### config.mk
export PLATFORM = sky130hd
export DESIGN_NAME = pdc_stage
export DESIGN_NICKNAME = d
export VERILOG_FILES = /design/src/rtl/pdc_pkg.sv /design/src/rtl/pdc_sync.sv /design/src/rtl/pdc_event.sv /design/src/rtl/pdc_core.sv /design/src/rtl/pdc_stage.sv
export SDC_FILE = /design/constraint.sdc
export NUM_CORES = 1
export LEC_CHECK = 0
export BUFFER_PORTS_ARGS = -buffer_cell sky130_fd_sc_hd__buf_2
export CELL_PAD_IN_SITES_DETAIL_PLACEMENT = 1
export CELL_PAD_IN_SITES_GLOBAL_PLACEMENT = 1
export CORE_AREA = 2 2 42 44
export CTS_BUF_LIST = sky130_fd_sc_hd__clkbuf_16
export CTS_CLUSTER_DIAMETER = 80
export DETAILED_ROUTE_END_ITERATION = 10
export DIE_AREA = 0 0 44 46
export HOLD_SLACK_MARGIN = 0.05
export PLACE_DENSITY_LB_ADDON = 0.1
export SYNTH_ARGS = -nofsm -noshare
export SYNTH_HDL_FRONTEND = slang
export SYNTH_SLANG_ARGS = --single-unit
### constraint.sdc
create_clock -name clk_i -period 1.4 [get_ports clk_i]
set_clock_uncertainty 0.1 [all_clocks]
set_input_delay 0.21 -clock clk_i [delete_from_list [all_inputs] [get_ports clk_i]]
set_output_delay 0.21 -clock clk_i [all_outputs]
set_load 0.05 [all_outputs]
### src/rtl/pdc_pkg.sv
package pdc_pkg;

    // Previous synchronized pin levels used for edge detection
    typedef struct packed {
        logic clk_prev;
        logic inh_prev;
    } edge_state_t;

endpackage

### src/rtl/pdc_sync.sv
module pdc_sync #(
    parameter int BITS   = 2,
    parameter int STAGES = 2
) (
    input  logic            clk_i,
    input  logic            rst_ni,
    input  logic [BITS-1:0] d_i,
    output logic [BITS-1:0] q_o
);

    logic [BITS-1:0] stage_q [STAGES];

    for (genvar g = 0; g < STAGES; g++) begin : g_stage
        if (g == 0) begin : g_first
            always_ff @(posedge clk_i or negedge rst_ni) begin
                if (!rst_ni) stage_q[g] <= '0;
                else         stage_q[g] <= d_i;
            end
        end else begin : g_next
            always_ff @(posedge clk_i or negedge rst_ni) begin
                if (!rst_ni) stage_q[g] <= '0;
                else         stage_q[g] <= stage_q[g-1];
            end
        end
    end

    assign q_o = stage_q[STAGES-1];

endmodule

### src/rtl/pdc_event.sv
module pdc_event
    import pdc_pkg::*;
(
    input  logic clk_i,
    input  logic rst_ni,
    input  logic clk_s_i,
    input  logic inh_s_i,
    output logic event_o
);

    edge_state_t st_d, st_q;
    logic        clk_rise, inh_fall;

    always_comb begin
        st_d          = st_q;
        st_d.clk_prev = clk_s_i;
        st_d.inh_prev = inh_s_i;
        // Clock rising edge counts only while inhibit is low
        clk_rise      = clk_s_i & ~st_q.clk_prev & ~inh_s_i;
        // Inhibit falling edge counts only while the clock is high
        inh_fall      = ~inh_s_i & st_q.inh_prev & clk_s_i;
        // Both in one cycle still make a single count
        event_o       = clk_rise | inh_fall;
    end

    always_ff @(posedge clk_i or negedge rst_ni) begin
        if (!rst_ni) st_q <= '0;
        else         st_q <= st_d;
    end

    // inhibit held high over two samples never yields a count
    p_inhibit_hold_r3: assert property (@(posedge clk_i) disable iff (!rst_ni)
        (inh_s_i && st_q.inh_prev) |-> !event_o);

    // a count needs a change on one of the two pins
    p_event_needs_edge_r2: assert property (@(posedge clk_i) disable iff (!rst_ni)
        event_o |-> ((clk_s_i != st_q.clk_prev) || (inh_s_i != st_q.inh_prev)));

endmodule

### src/rtl/pdc_core.sv
module pdc_core #(
    parameter int WIDTH = 4
) (
    input  logic             clk_i,
    input  logic             rst_ni,
    input  logic             event_i,
    input  logic             preset_en_i,
    input  logic [WIDTH-1:0] preset_i,
    input  logic             cascade_fb_i,
    output logic [WIDTH-1:0] count_o,
    output logic             zero_o
);

    typedef struct packed {
        logic [WIDTH-1:0] count;
    } core_state_t;

    core_state_t st_d, st_q;

    always_comb begin
        st_d = st_q;
        if (preset_en_i) begin
            st_d.count = preset_i;
        end else if (event_i) begin
            st_d.count = st_q.count - WIDTH'(1);
        end
        // Preset shows at once; the register captures it on the next edge
        count_o = preset_en_i ? preset_i : st_q.count;
        // Zero decodes the stored state so a zero-to-preset loop settles
        zero_o  = (st_q.count == '0) && cascade_fb_i;
    end

    always_ff @(posedge clk_i or negedge rst_ni) begin
        if (!rst_ni) st_q <= '0;
        else         st_q <= st_d;
    end

    // preset loads the data word
    p_preset_load_r5: assert property (@(posedge clk_i) disable iff (!rst_ni)
        preset_en_i |=> (st_q.count == $past(preset_i)));

    // one count event lowers the stored value by one
    p_decrement_r1: assert property (@(posedge clk_i) disable iff (!rst_ni)
        (!preset_en_i && event_i) |=> (st_q.count == $past(st_q.count) - WIDTH'(1)));

    // no event and no preset keeps the value
    p_hold_r3: assert property (@(posedge clk_i) disable iff (!rst_ni)
        (!preset_en_i && !event_i) |=> $stable(st_q.count));

endmodule

### src/rtl/pdc_stage.sv
module pdc_stage #(
    parameter int WIDTH       = 4,
    parameter int SYNC_STAGES = 2
) (
    input  logic             clk_i,
    input  logic             rst_ni,
    input  logic             cnt_clk_i,
    input  logic             inhibit_i,
    input  logic             preset_en_i,
    input  logic [WIDTH-1:0] preset_i,
    input  logic             cascade_fb_i,
    output logic [WIDTH-1:0] count_o,
    output logic             zero_o
);

    localparam int PINS = 2;

    logic [PINS-1:0] pins_raw, pins_s;
    logic            count_evt;

    assign pins_raw = {inhibit_i, cnt_clk_i};

    pdc_sync #(
        .BITS   (PINS),
        .STAGES (SYNC_STAGES)
    ) i_sync (
        .clk_i  (clk_i),
        .rst_ni (rst_ni),
        .d_i    (pins_raw),
        .q_o    (pins_s)
    );

    pdc_event i_event (
        .clk_i   (clk_i),
        .rst_ni  (rst_ni),
        .clk_s_i (pins_s[0]),
        .inh_s_i (pins_s[1]),
        .event_o (count_evt)
    );

    pdc_core #(
        .WIDTH (WIDTH)
    ) i_core (
        .clk_i        (clk_i),
        .rst_ni       (rst_ni),
        .event_i      (count_evt),
        .preset_en_i  (preset_en_i),
        .preset_i     (preset_i),
        .cascade_fb_i (cascade_fb_i),
        .count_o      (count_o),
        .zero_o       (zero_o)
    );

    // the zero flag is never raised without cascade feedback
    p_zero_qualified_r6: assert property (@(posedge clk_i) disable iff (!rst_ni)
        zero_o |-> cascade_fb_i);

endmodule

==> results of run 1 <==
[how the worst max path moves through the flow]
stage	slack, ns	end	startpoint
after floorplan	-0.02	i_core.st_q[3]$_DFFE_PN0P_	i_core.st_q[1]$_DFFE_PN0P_
after global placement	-0.05	i_core.st_q[3]$_DFFE_PN0P_	i_core.st_q[1]$_DFFE_PN0P_
after detailed placement	-0.06	i_core.st_q[3]$_DFFE_PN0P_	i_core.st_q[1]$_DFFE_PN0P_
after CTS	-0.11	zero_o	i_core.st_q[0]$_DFFE_PN0P_
after global routing	-0.17	i_core.st_q[3]$_DFFE_PN0P_	i_core.st_q[2]$_DFFE_PN0P_
final	-0.11	i_core.st_q[3]$_DFFE_PN0P_	i_core.st_q[2]$_DFFE_PN0P_
[worst min-delay path: stages]
cell,delay [ns]
buf_2,0.07
nand2_1,0.07
nand3_1,0.08
[flip-flops by register name, indices dropped and copies added, names as in the netlist]
name            cells
i_core.st_q         4
i_sync.stage_q      2
i_event.st_q        2
i_sync.q_o          2
[through the flow]
stage,worst slack [ns],cell area (um^2),instances
6_report,-0.114,798,90
4_1_cts,-0.105,763,88
3_5_place_dp,-0.0642,601,80
2_1_floorplan,-0.0245,483,46
5_1_grt,-0.173,798,90
3_3_place_gp,-0.0474,601,80
[report_power, final]
group          total, uW  internal, uW  switching, uW  leakage [uW]
clock network        499           373            125     0.0000385
logic                223           101            122      0.000218
registers            324           312           13.0      0.000117
total               1050           786            261      0.000373
[cells by family (layout without fill, tap and decap cells)]
family | after synthesis | after routing | share of synthesized area, %
multiplexers | 1 | 1 | 2.45
flip-flops | 10 | 10 | 54.3
adder cells (fa/ha/maj) | 2 | 2 | 5.43
buffers and inverters | 5 | 32 | 4.07
AND/OR/NAND/NOR | 18 | 18 | 20.1
AO/OA/AOI/OAI | 10 | 10 | 13.6
[what timing repair did]
| item | 4_1_cts | 5_1_grt |
|---|---|---|
| endpoints found under the setup margin | 6 | 6 |
| gates resized for setup | 15 | 5 |
| buffers inserted | 1 | 2 |
| pin swaps | 1 | 3 |
| hold buffers | 3 | 0 |
| cloned | 0 | 0 |
| hold endpoints to repair | 12 | 0 |
[cell usage in the layout (no fill, tap or decap), types with 2 or more instances in the layout]
cell type and count:
nor2b_1 2, buf_2 9, buf_4 5, clkbuf_16 3
dlygate4sd3_1 3, nand2_1 3, nand3_1 2, nand2b_1 2
a31oi_1 2, o21ai_2 2, buf_6 7, o31ai_1 2
nor2_1 3, dfrtp_1 10, inv_2 3
[final cells by class]
cell class              instances  area [um^2]
clock buffers                   3         75.1
clock inverters                 1         3.75
fillers                       173          816
inverters                       4         15.0
multi-input cells              31          241
flip-flops and latches         10          250
well taps                      17         21.3
repair buffers                 24          191
[routing by layer]
metal	up-vias	track usage [%]
met5	-	0
li1	218	-
met3	0	5.16
met1	203	17.9
met4	0	3.64
met2	14	21.2
==> impl_metrics.tcl, run 1 <==
set metrics [dict create \
    cp_max_fo 2 \
    synth_nets 58 \
    clk-insertion-delay-late_ns 0.23 \
    route.detailed.wl_per_inst_um 11.6 \
    cts-htree-levels 1 \
    synth_top_cells_by_area "dfrtp_1, ha_1, o21ai_0" \
    timing.final.crit_period_ns 1.51 \
    via_per_inst 4.83 \
    grt_remaining_overflow 0 \
    die-area_um2 2020 \
    tritoncts "done" \
    timing.hold.worst_endpoint "i_core.st_q[2]$_DFFE_PN0P_" \
    setup-tns-final_ns -0.201 \
    lkg_pwr_uw 0.000373 \
    cp_slowest_stage_delay_ns 0.40 \
    slew_headroom_pct 83.6 \
    cp.depth 3 \
    path_class "flip-flop to flip-flop" \
    fin_hold_ws_ns 0.133 \
    post-route-drc-count 0 \
    final_nets 86 \
    status "complete, but fails checks" \
    synth-async-reset-ratio_pct 100 \
    avgSynthCellArea_um2 10.0 \
    synth.most_common_cell "dfrtp_1" \
    die_height_um 46 \
    synth-edff-count 0 \
    worst_r2r_path_depth 3 \
    worst_slack_ns -0.114 \
    cts-buffers-inserted 3 \
    crit_path_start_kind "flip-flop" \
    yosys.cell_types.count 20 \
    initial_antenna_violation_count 0 \
    vias 435 \
    grt_max_degree 12 \
    worst_ir_drop_vdd_uv 924 \
    syn2layout_area_growth_pct 73.4 \
    timing.hold.worst_path_depth 3 \
    min_from "preset_i[2]" \
    fin_util_pct 49.5 \
    crit_path_buffers_inverters 0 \
    cell_types_with_the_highest_counts_after_synthesis "dfrtp_1, inv_1, nand2_1, o21ai_0, nor2_1" \
    cts_sinks 10 \
    start_util_pct 28.5 \
    cts.clk_slew.worst_paths_ns 0.04 \
    timing_hold_violations_final 0 \
    setup_viol_count_final 2 \
    synth.cell_area_um2 460 \
    worst_slew_pin_slew_ns 0.246 \
    detailed_place_hpwl_um 813 \
    grt_use_total_pct 13.7 \
    core_area_um2 1610 \
    die_x_um 44 \
    cpLargestDelayFamily "simple AND/OR/NAND/NOR gates" \
    route.top_layer_used "met3" \
    met1_length_um 475 \
    cp.arrival_ns 1.57 \
    wirelength_um 1040 \
    met2RoutedLength_um 508 \
    port_buffers 14 \
    ctsRootBufferMaster "clkbuf_16" \
    netlist_instances 46 \
    yosysWarnings 0 \
    crit_chain "or3_1 -> or4_1 -> a31oi_1" \
    final_antenna_diode_count 0 \
    timing.rr.end "i_core.st_q[3]$_DFFE_PN0P_" \
    required_ns 1.46 \
    r2r_start "i_core.st_q[2]$_DFFE_PN0P_" \
    crit_path_end_kind "flip-flop" \
    setup.reg_to_reg.worst_slack_ns -0.11 \
    report.power.total_uw 1050 \
    postSynth.topFlopCell "dfrtp_1" \
    synth_largest_type_area_fraction_pct 54.3 \
    post_synth_top_area_cell "dfrtp_1" \
    yosys_register_bits 10 \
    drt_first_pass_iters 3 \
    ios 15 \
    first_pass_grt_wire_length_um 1950 \
    drv_cap 0 \
    detail_route.iter0.violations 4 \
    max_clock_freq_mhz 660 \
    synth.yosys.seq_area_share_pct 54.3 \
    min_path_type "primary input to flip-flop" \
    period_share_pct 108 \
    wl_met3_um 61 \
    critical_path.slowest_cell "or4_1" \
    rows 15 \
    final_layout_size_suffix_gt1_share_pct 46.6 \
    final_max_slew_viol_count 0 \
    failed_checks "setup timing" \
    cts_max_path_buffers 2 \
    power_per_cell_area_nw_per_um2 1310 \
    grt_pass1_vias 461 \
    rsz0062_at_grt "true" \
    place.gp.congestion 0.704 \
    ant_nets 0 \
]
(Power assumes the default switching activity.)
==> run 2, diff against run 1 <==
Settings changed: CTS_BUF_LIST sky130_fd_sc_hd__clkbuf_16 to unset.
==> run 2 against run 1 <==
  * Wire length down 3.6%
  * Largest cell class unchanged
  * Highest routed layer is now met4
  * Via count is 1.8% lower
  * Die area unchanged
  * Register-to-register slack improved by 0.03 ns
  * Largest power group is now registers
  * Non-clock buffer count shrank 2
  * Clock power down 49%
  * Cell count decreased by 2.2%
  * Combinational power is 6% lower
  * Sequential power about the same
  * Power shrank 25%
  * The flow still finishes with violations (setup timing)
==> impl_metrics.tcl, run 2 (synthesized netlist as in run 1, its figures left out) <==
set metrics [dict create \
    cp_max_fo 3 \
    drv_cap 0 \
    ctsRootBufferMaster "clkbuf_4" \
    ios 15 \
    worst_ir_drop_vdd_uv 633 \
    rsz0062_at_grt "true" \
    fillerInstances 174 \
    failed_checks "setup timing" \
    final_antenna_diode_count 0 \
    first_pass_grt_wire_length_um 1910 \
    cts_sinks 10 \
    max_clock_freq_mhz 650 \
    final_max_slew_viol_count 0 \
    period_share_pct 110 \
    worst_slack_ns -0.138 \
    syn2layout_area_growth_pct 59.0 \
    grt_remaining_overflow 0 \
    regArea_um2 250 \
    pwr-share-comb_pct 26.4 \
    crit_chain "inv_2 -> ha_4 -> nand2_4 -> nor3_4 -> buf_6" \
    cts-buffers-inserted 3 \
    p_sw_uw 230 \
    cts_max_path_buffers 2 \
    detail_route.iter0.violations 4 \
    die-area_um2 2020 \
    clk-insertion-delay-late_ns 0.26 \
    required_ns 1.09 \
    mostFrequentLayoutCell "dfrtp_1" \
    mostFrequentLayoutCells "dfrtp_1, buf_2, buf_6, buf_4" \
    final_nets 84 \
    timing_hold_violations_final 0 \
    largest-register "i_core.st_q" \
    post-route-drc-count 0 \
    path_class "flip-flop to output pin" \
    die_height_um 46 \
    wirelength_um 1010 \
    rows 15 \
    route.detailed.wl_per_inst_um 11.4 \
    grt_pass1_vias 455 \
    worst_slew_pin_slew_ns 0.223 \
    detailed_place_hpwl_um 813 \
    grt_use_total_pct 13.7 \
    cts-htree-levels 1 \
    crit_path_start_kind "flip-flop" \
    cp.arrival_ns 1.23 \
    via_per_inst 4.85 \
    crit_path_end_kind "output pin" \
    tritoncts "done" \
    power_frac_seq_pct 41.1 \
    core_area_um2 1610 \
    ant_nets 0 \
    final_layout_size_suffix_gt1_share_pct 46.5 \
    cts.clk_slew.worst_paths_ns 0.06 \
    swShare_pct 29.2 \
    place.gp.congestion 0.704 \
    start_util_pct 28.5 \
    port_buffers 14 \
    vias 427 \
    stdcell_area_um2 732 \
    cell_internal_pwr_uw 559 \
    die_x_um 44 \
    initial_antenna_violation_count 0 \
    lkg_pwr_uw 0.000344 \
    place_area_um2 601 \
    drt_first_pass_iters 3 \
    critical_path.slowest_cell "dfrtp_1" \
    min_path_type "primary input to flip-flop" \
    timing.final.crit_period_ns 1.54 \
    fin_util_pct 45.3 \
    cp_slowest_stage_delay_ns 0.40 \
    largest_register_ffs 4 \
    grt_max_degree 12 \
    power_per_cell_area_nw_per_um2 1080 \
    status "complete, but fails checks" \
    setup_viol_count_final 5 \
    pwr-share-clk_pct 32.5 \
    total_area_of_multi_input_combinational_cells_um2 234 \
    slew_headroom_pct 85.1 \
]
run 2: cell types whose count changed in the layout (fill, tap and decap cells not counted):
| cell | previous run | this run |
|---|---|---|
| clkbuf_4 | 0 | 3 |
| clkbuf_8 | 0 | 1 |
| clkinv_1 | 1 | 0 |
| inv_4 | 0 | 1 |
| clkbuf_16 | 3 | 0 |
| buf_6 | 7 | 6 |
| o21ai_2 | 2 | 3 |
| inv_2 | 3 | 2 |
| buf_4 | 5 | 4 |
| o21ai_4 | 1 | 0 |
run 2: timing repair:
item                                   in CTS  in global routing
hold buffers                                3                  0
setup endpoints to repair                   6                  6
pin swaps                                   2                  0
gates resized for setup                    17                  2
buffers inserted                            1                  0
endpoints found under the hold margin      12                  0
run 2: path summary, 6_finish.rpt:
kind,from,end,slack (ns),cells after the start
max in group asynchronous,rst_ni,i_event.st_q[0]$_DFF_PN0_,0.79,2
worst min register to register,i_sync.stage_q[2]$_DFF_PN0_,i_sync.q_o[0]$_DFF_PN0_,0.25,0
worst min-delay path,preset_i[2],i_core.st_q[2]$_DFFE_PN0P_,0.10,3
worst max-delay path,i_core.st_q[0]$_DFFE_PN0P_,zero_o,-0.14,5
min in group asynchronous,rst_ni,i_core.st_q[2]$_DFFE_PN0P_,0.23,2
worst max register to register,i_core.st_q[1]$_DFFE_PN0P_,i_core.st_q[3]$_DFFE_PN0P_,-0.08,3
run 2: metal layers:
layer,GRT usage [%],up-vias,part of all wire [%]
met5,0,-,0
met4,7.27,0,1.9
met3,5.16,2,5.7
met2,21.2,12,48
met1,16.6,201,45
li1,-,212,-
run 2: area by class of cell:
type | count | share of cell area (%)
well taps | 17 | 2.91
clock buffers | 4 | 4.96
flip-flops and latches | 10 | 34.2
inverters | 4 | 2.39
multi-input cells | 31 | 32.0
repair buffers | 22 | 23.6
run 2: power by group through the flow:
stage | logic [uW] | registers, uW | clock network, uW
final | 209 | 325 | 256
after global routing | 233 | 329 | 281
after CTS | 207 | 325 | 262
after detailed placement | 167 | 329 | 0
after global placement | 168 | 328 | 0
after floorplan | 107 | 328 | 0
run 2: stage by stage:
stage / hold WS, ns / setup WS [ns] / setup TNS, ns / cells / power (uW)
floorplan: -0.186 / -0.0245 / -0.0423 / 46 / 435
global placement: -0.0218 / -0.0474 / -0.0474 / 80 / 496
detailed placement: -0.0223 / -0.0642 / -0.0642 / 80 / 497
CTS: 0.106 / -0.154 / -0.380 / 88 / 794
global route: 0.118 / -0.223 / -0.764 / 88 / 843
finish: 0.100 / -0.138 / -0.324 / 88 / 790
run 2: critical path: cells and delay by family (launching register included):
| kind | cells | cell delay, ns |
|---|---|---|
| and+or+nand+nor | 2 | 0.16 |
| adders and majority gates | 1 | 0.14 |
| DFF | 1 | 0.40 |
| buffers and inverters | 2 | 0.26 |
==> run 3, diff against run 2 <==
Settings changed: PLACE_DENSITY set to 0.65, PLACE_DENSITY_LB_ADDON 0.1 to unset, TNS_END_PERCENT set to 30.
==> run 3 against run 2 <==
  * The run still ends with setup timing left
  * Utilization increased by 2.2 points
  * Design area increased by 5.0%
  * Power increased by 4.1%
  * Worst setup slack got worse by 0.077 ns
  * First-iteration DRC count unchanged
  * Sequential power about the same
  * Sequential share of layout area decreased by 1.5 points
  * Die area unchanged
  * Critical path depth increased by 1
  * Critical endpoint unchanged
  * Highest routed layer is now met3
==> impl_metrics.tcl, run 3 (synthesized netlist as in run 1, its figures left out) <==
set metrics [dict create \
    status "complete, but fails checks" \
    failed_checks "setup timing" \
    timing.hold.worst_endpoint "i_core.st_q[1]$_DFFE_PN0P_" \
    report.power.total_uw 822 \
    place.gp.congestion 0.667 \
    place_worst_setup_slack_ns -0.115 \
    timing.final.crit_period_ns 1.61 \
    drv_cap 0 \
    die_height_um 46 \
    slew_headroom_pct 81.6 \
    grt_remaining_overflow 0 \
    mostFrequentLayoutCells "dfrtp_1, buf_2, buf_6, buf_4" \
    vias 445 \
    rsz0062_at_grt "true" \
    crit_path_end_kind "output pin" \
    min_path_type "primary input to flip-flop" \
    final_max_slew_viol_count 0 \
    pwr-share-clk_pct 31.3 \
    setup_viol_count_final 6 \
    period_share_pct 115 \
    grt_use_total_pct 15.6 \
    die_x_um 44 \
    swShare_pct 30.2 \
    largest-register "i_core.st_q" \
    power_per_cell_area_nw_per_um2 1070 \
    grt_pass1_vias 515 \
    syn2layout_area_growth_pct 66.8 \
    initial_antenna_violation_count 0 \
    tritoncts "done" \
    cp.arrival_ns 1.30 \
    clk-insertion-delay-late_ns 0.26 \
    power_frac_seq_pct 39.7 \
    first_pass_grt_wire_length_um 2100 \
    grt_max_degree 11 \
    cell_internal_pwr_uw 574 \
    min_from "preset_i[1]" \
    cts-buffers-inserted 3 \
    final_antenna_diode_count 0 \
    final_nets 86 \
    cts-htree-levels 1 \
    cts.clk_slew.worst_paths_ns 0.06 \
    core_area_um2 1610 \
    start_util_pct 28.5 \
    cts_sinks 10 \
    post-route-drc-count 0 \
    drt_first_pass_iters 4 \
    ant_nets 0 \
    fin_hold_ws_ns 0.118 \
    cp_max_fo 2 \
    setup-tns-final_ns -0.602 \
    ctsRootBufferMaster "clkbuf_4" \
    crit_path_start_kind "flip-flop" \
    pwr-share-comb_pct 29.0 \
    worst_slew_pin_slew_ns 0.273 \
    detail_route.iter0.violations 4 \
    largest_register_ffs 4 \
    lkg_pwr_uw 0.000356 \
    ios 15 \
    worst_r2r_path_depth 3 \
    worst_slack_ns -0.215 \
    die-area_um2 2020 \
    cts_max_path_buffers 2 \
    fin_util_pct 47.6 \
    r2r_start "i_core.st_q[1]$_DFFE_PN0P_" \
    worst_ir_drop_vdd_uv 668 \
    wirelength_um 1380 \
    timing.rr.end "i_core.st_q[3]$_DFFE_PN0P_" \
    detailed_place_hpwl_um 979 \
    timing_hold_violations_final 0 \
    p_sw_uw 248 \
    route.detailed.wl_per_inst_um 15.3 \
    max_clock_freq_mhz 619 \
    rows 15 \
    path_class "flip-flop to output pin" \
    timing.hold.worst_path_depth 3 \
    required_ns 1.09 \
    setup.reg_to_reg.worst_slack_ns -0.15 \
    port_buffers 14 \
    final_layout_size_suffix_gt1_share_pct 50.7 \
    via_per_inst 4.94 \
]
[run 3: worst max-delay path: stages, from the launching register on]
cell     delay (ns)
dfrtp_1        0.39
buf_6          0.13
inv_4          0.06
ha_4           0.13
nand2_4        0.05
nor3_4         0.11
buf_6          0.18
[run 3: metrics by stage]
stage,instances,cell area [um^2]
floorplan,46,472
global placement,83,612
detailed placement,83,612
CTS,90,736
global route,90,768
finish,90,768
[run 3: per-layer routing]
layer  vias up  global-route usage, %  share of wire (%)
met2        12                   31.8                 60
li1        215                      -                  -
met3         0                   4.76                3.8
met4         0                   5.45                  0
met5         -                      0                  0
met1       218                   14.2                 37
[run 3: area by class of cell]
type	count	area (um^2)
sequential	10	251
timing repair buffer	24	195
clock buffer	4	36.3
multi-input combinational	31	244
inverter	4	20.0
tap	17	21.3
fill	180	846
[run 3: worst max path at each step]
stage | cells past startpoint | from | to
final | 6 | i_core.st_q[1]$_DFFE_PN0P_ | zero_o
after detailed placement | 3 | i_core.st_q[1]$_DFFE_PN0P_ | i_core.st_q[3]$_DFFE_PN0P_
after global placement | 3 | i_core.st_q[1]$_DFFE_PN0P_ | i_core.st_q[3]$_DFFE_PN0P_
after CTS | 6 | i_core.st_q[1]$_DFFE_PN0P_ | zero_o
after floorplan | 2 | i_core.st_q[2]$_DFFE_PN0P_ | count_o[2]
after global routing | 6 | i_core.st_q[1]$_DFFE_PN0P_ | zero_o
[run 3: power groups by stage]
stage	clock network (uW)	registers [uW]	logic (uW)
after CTS	270	326	217
after floorplan	0	328	101
after global routing	284	330	254
final	257	326	238
after detailed placement	0	330	177
after global placement	0	328	169
[run 3: repair_timing]
action	in CTS	in global routing
hold endpoints to repair	12	0
resized for setup	19	9
buffers inserted	0	0
hold buffers	3	0
setup endpoints to repair	6	7
pin swaps	2	1
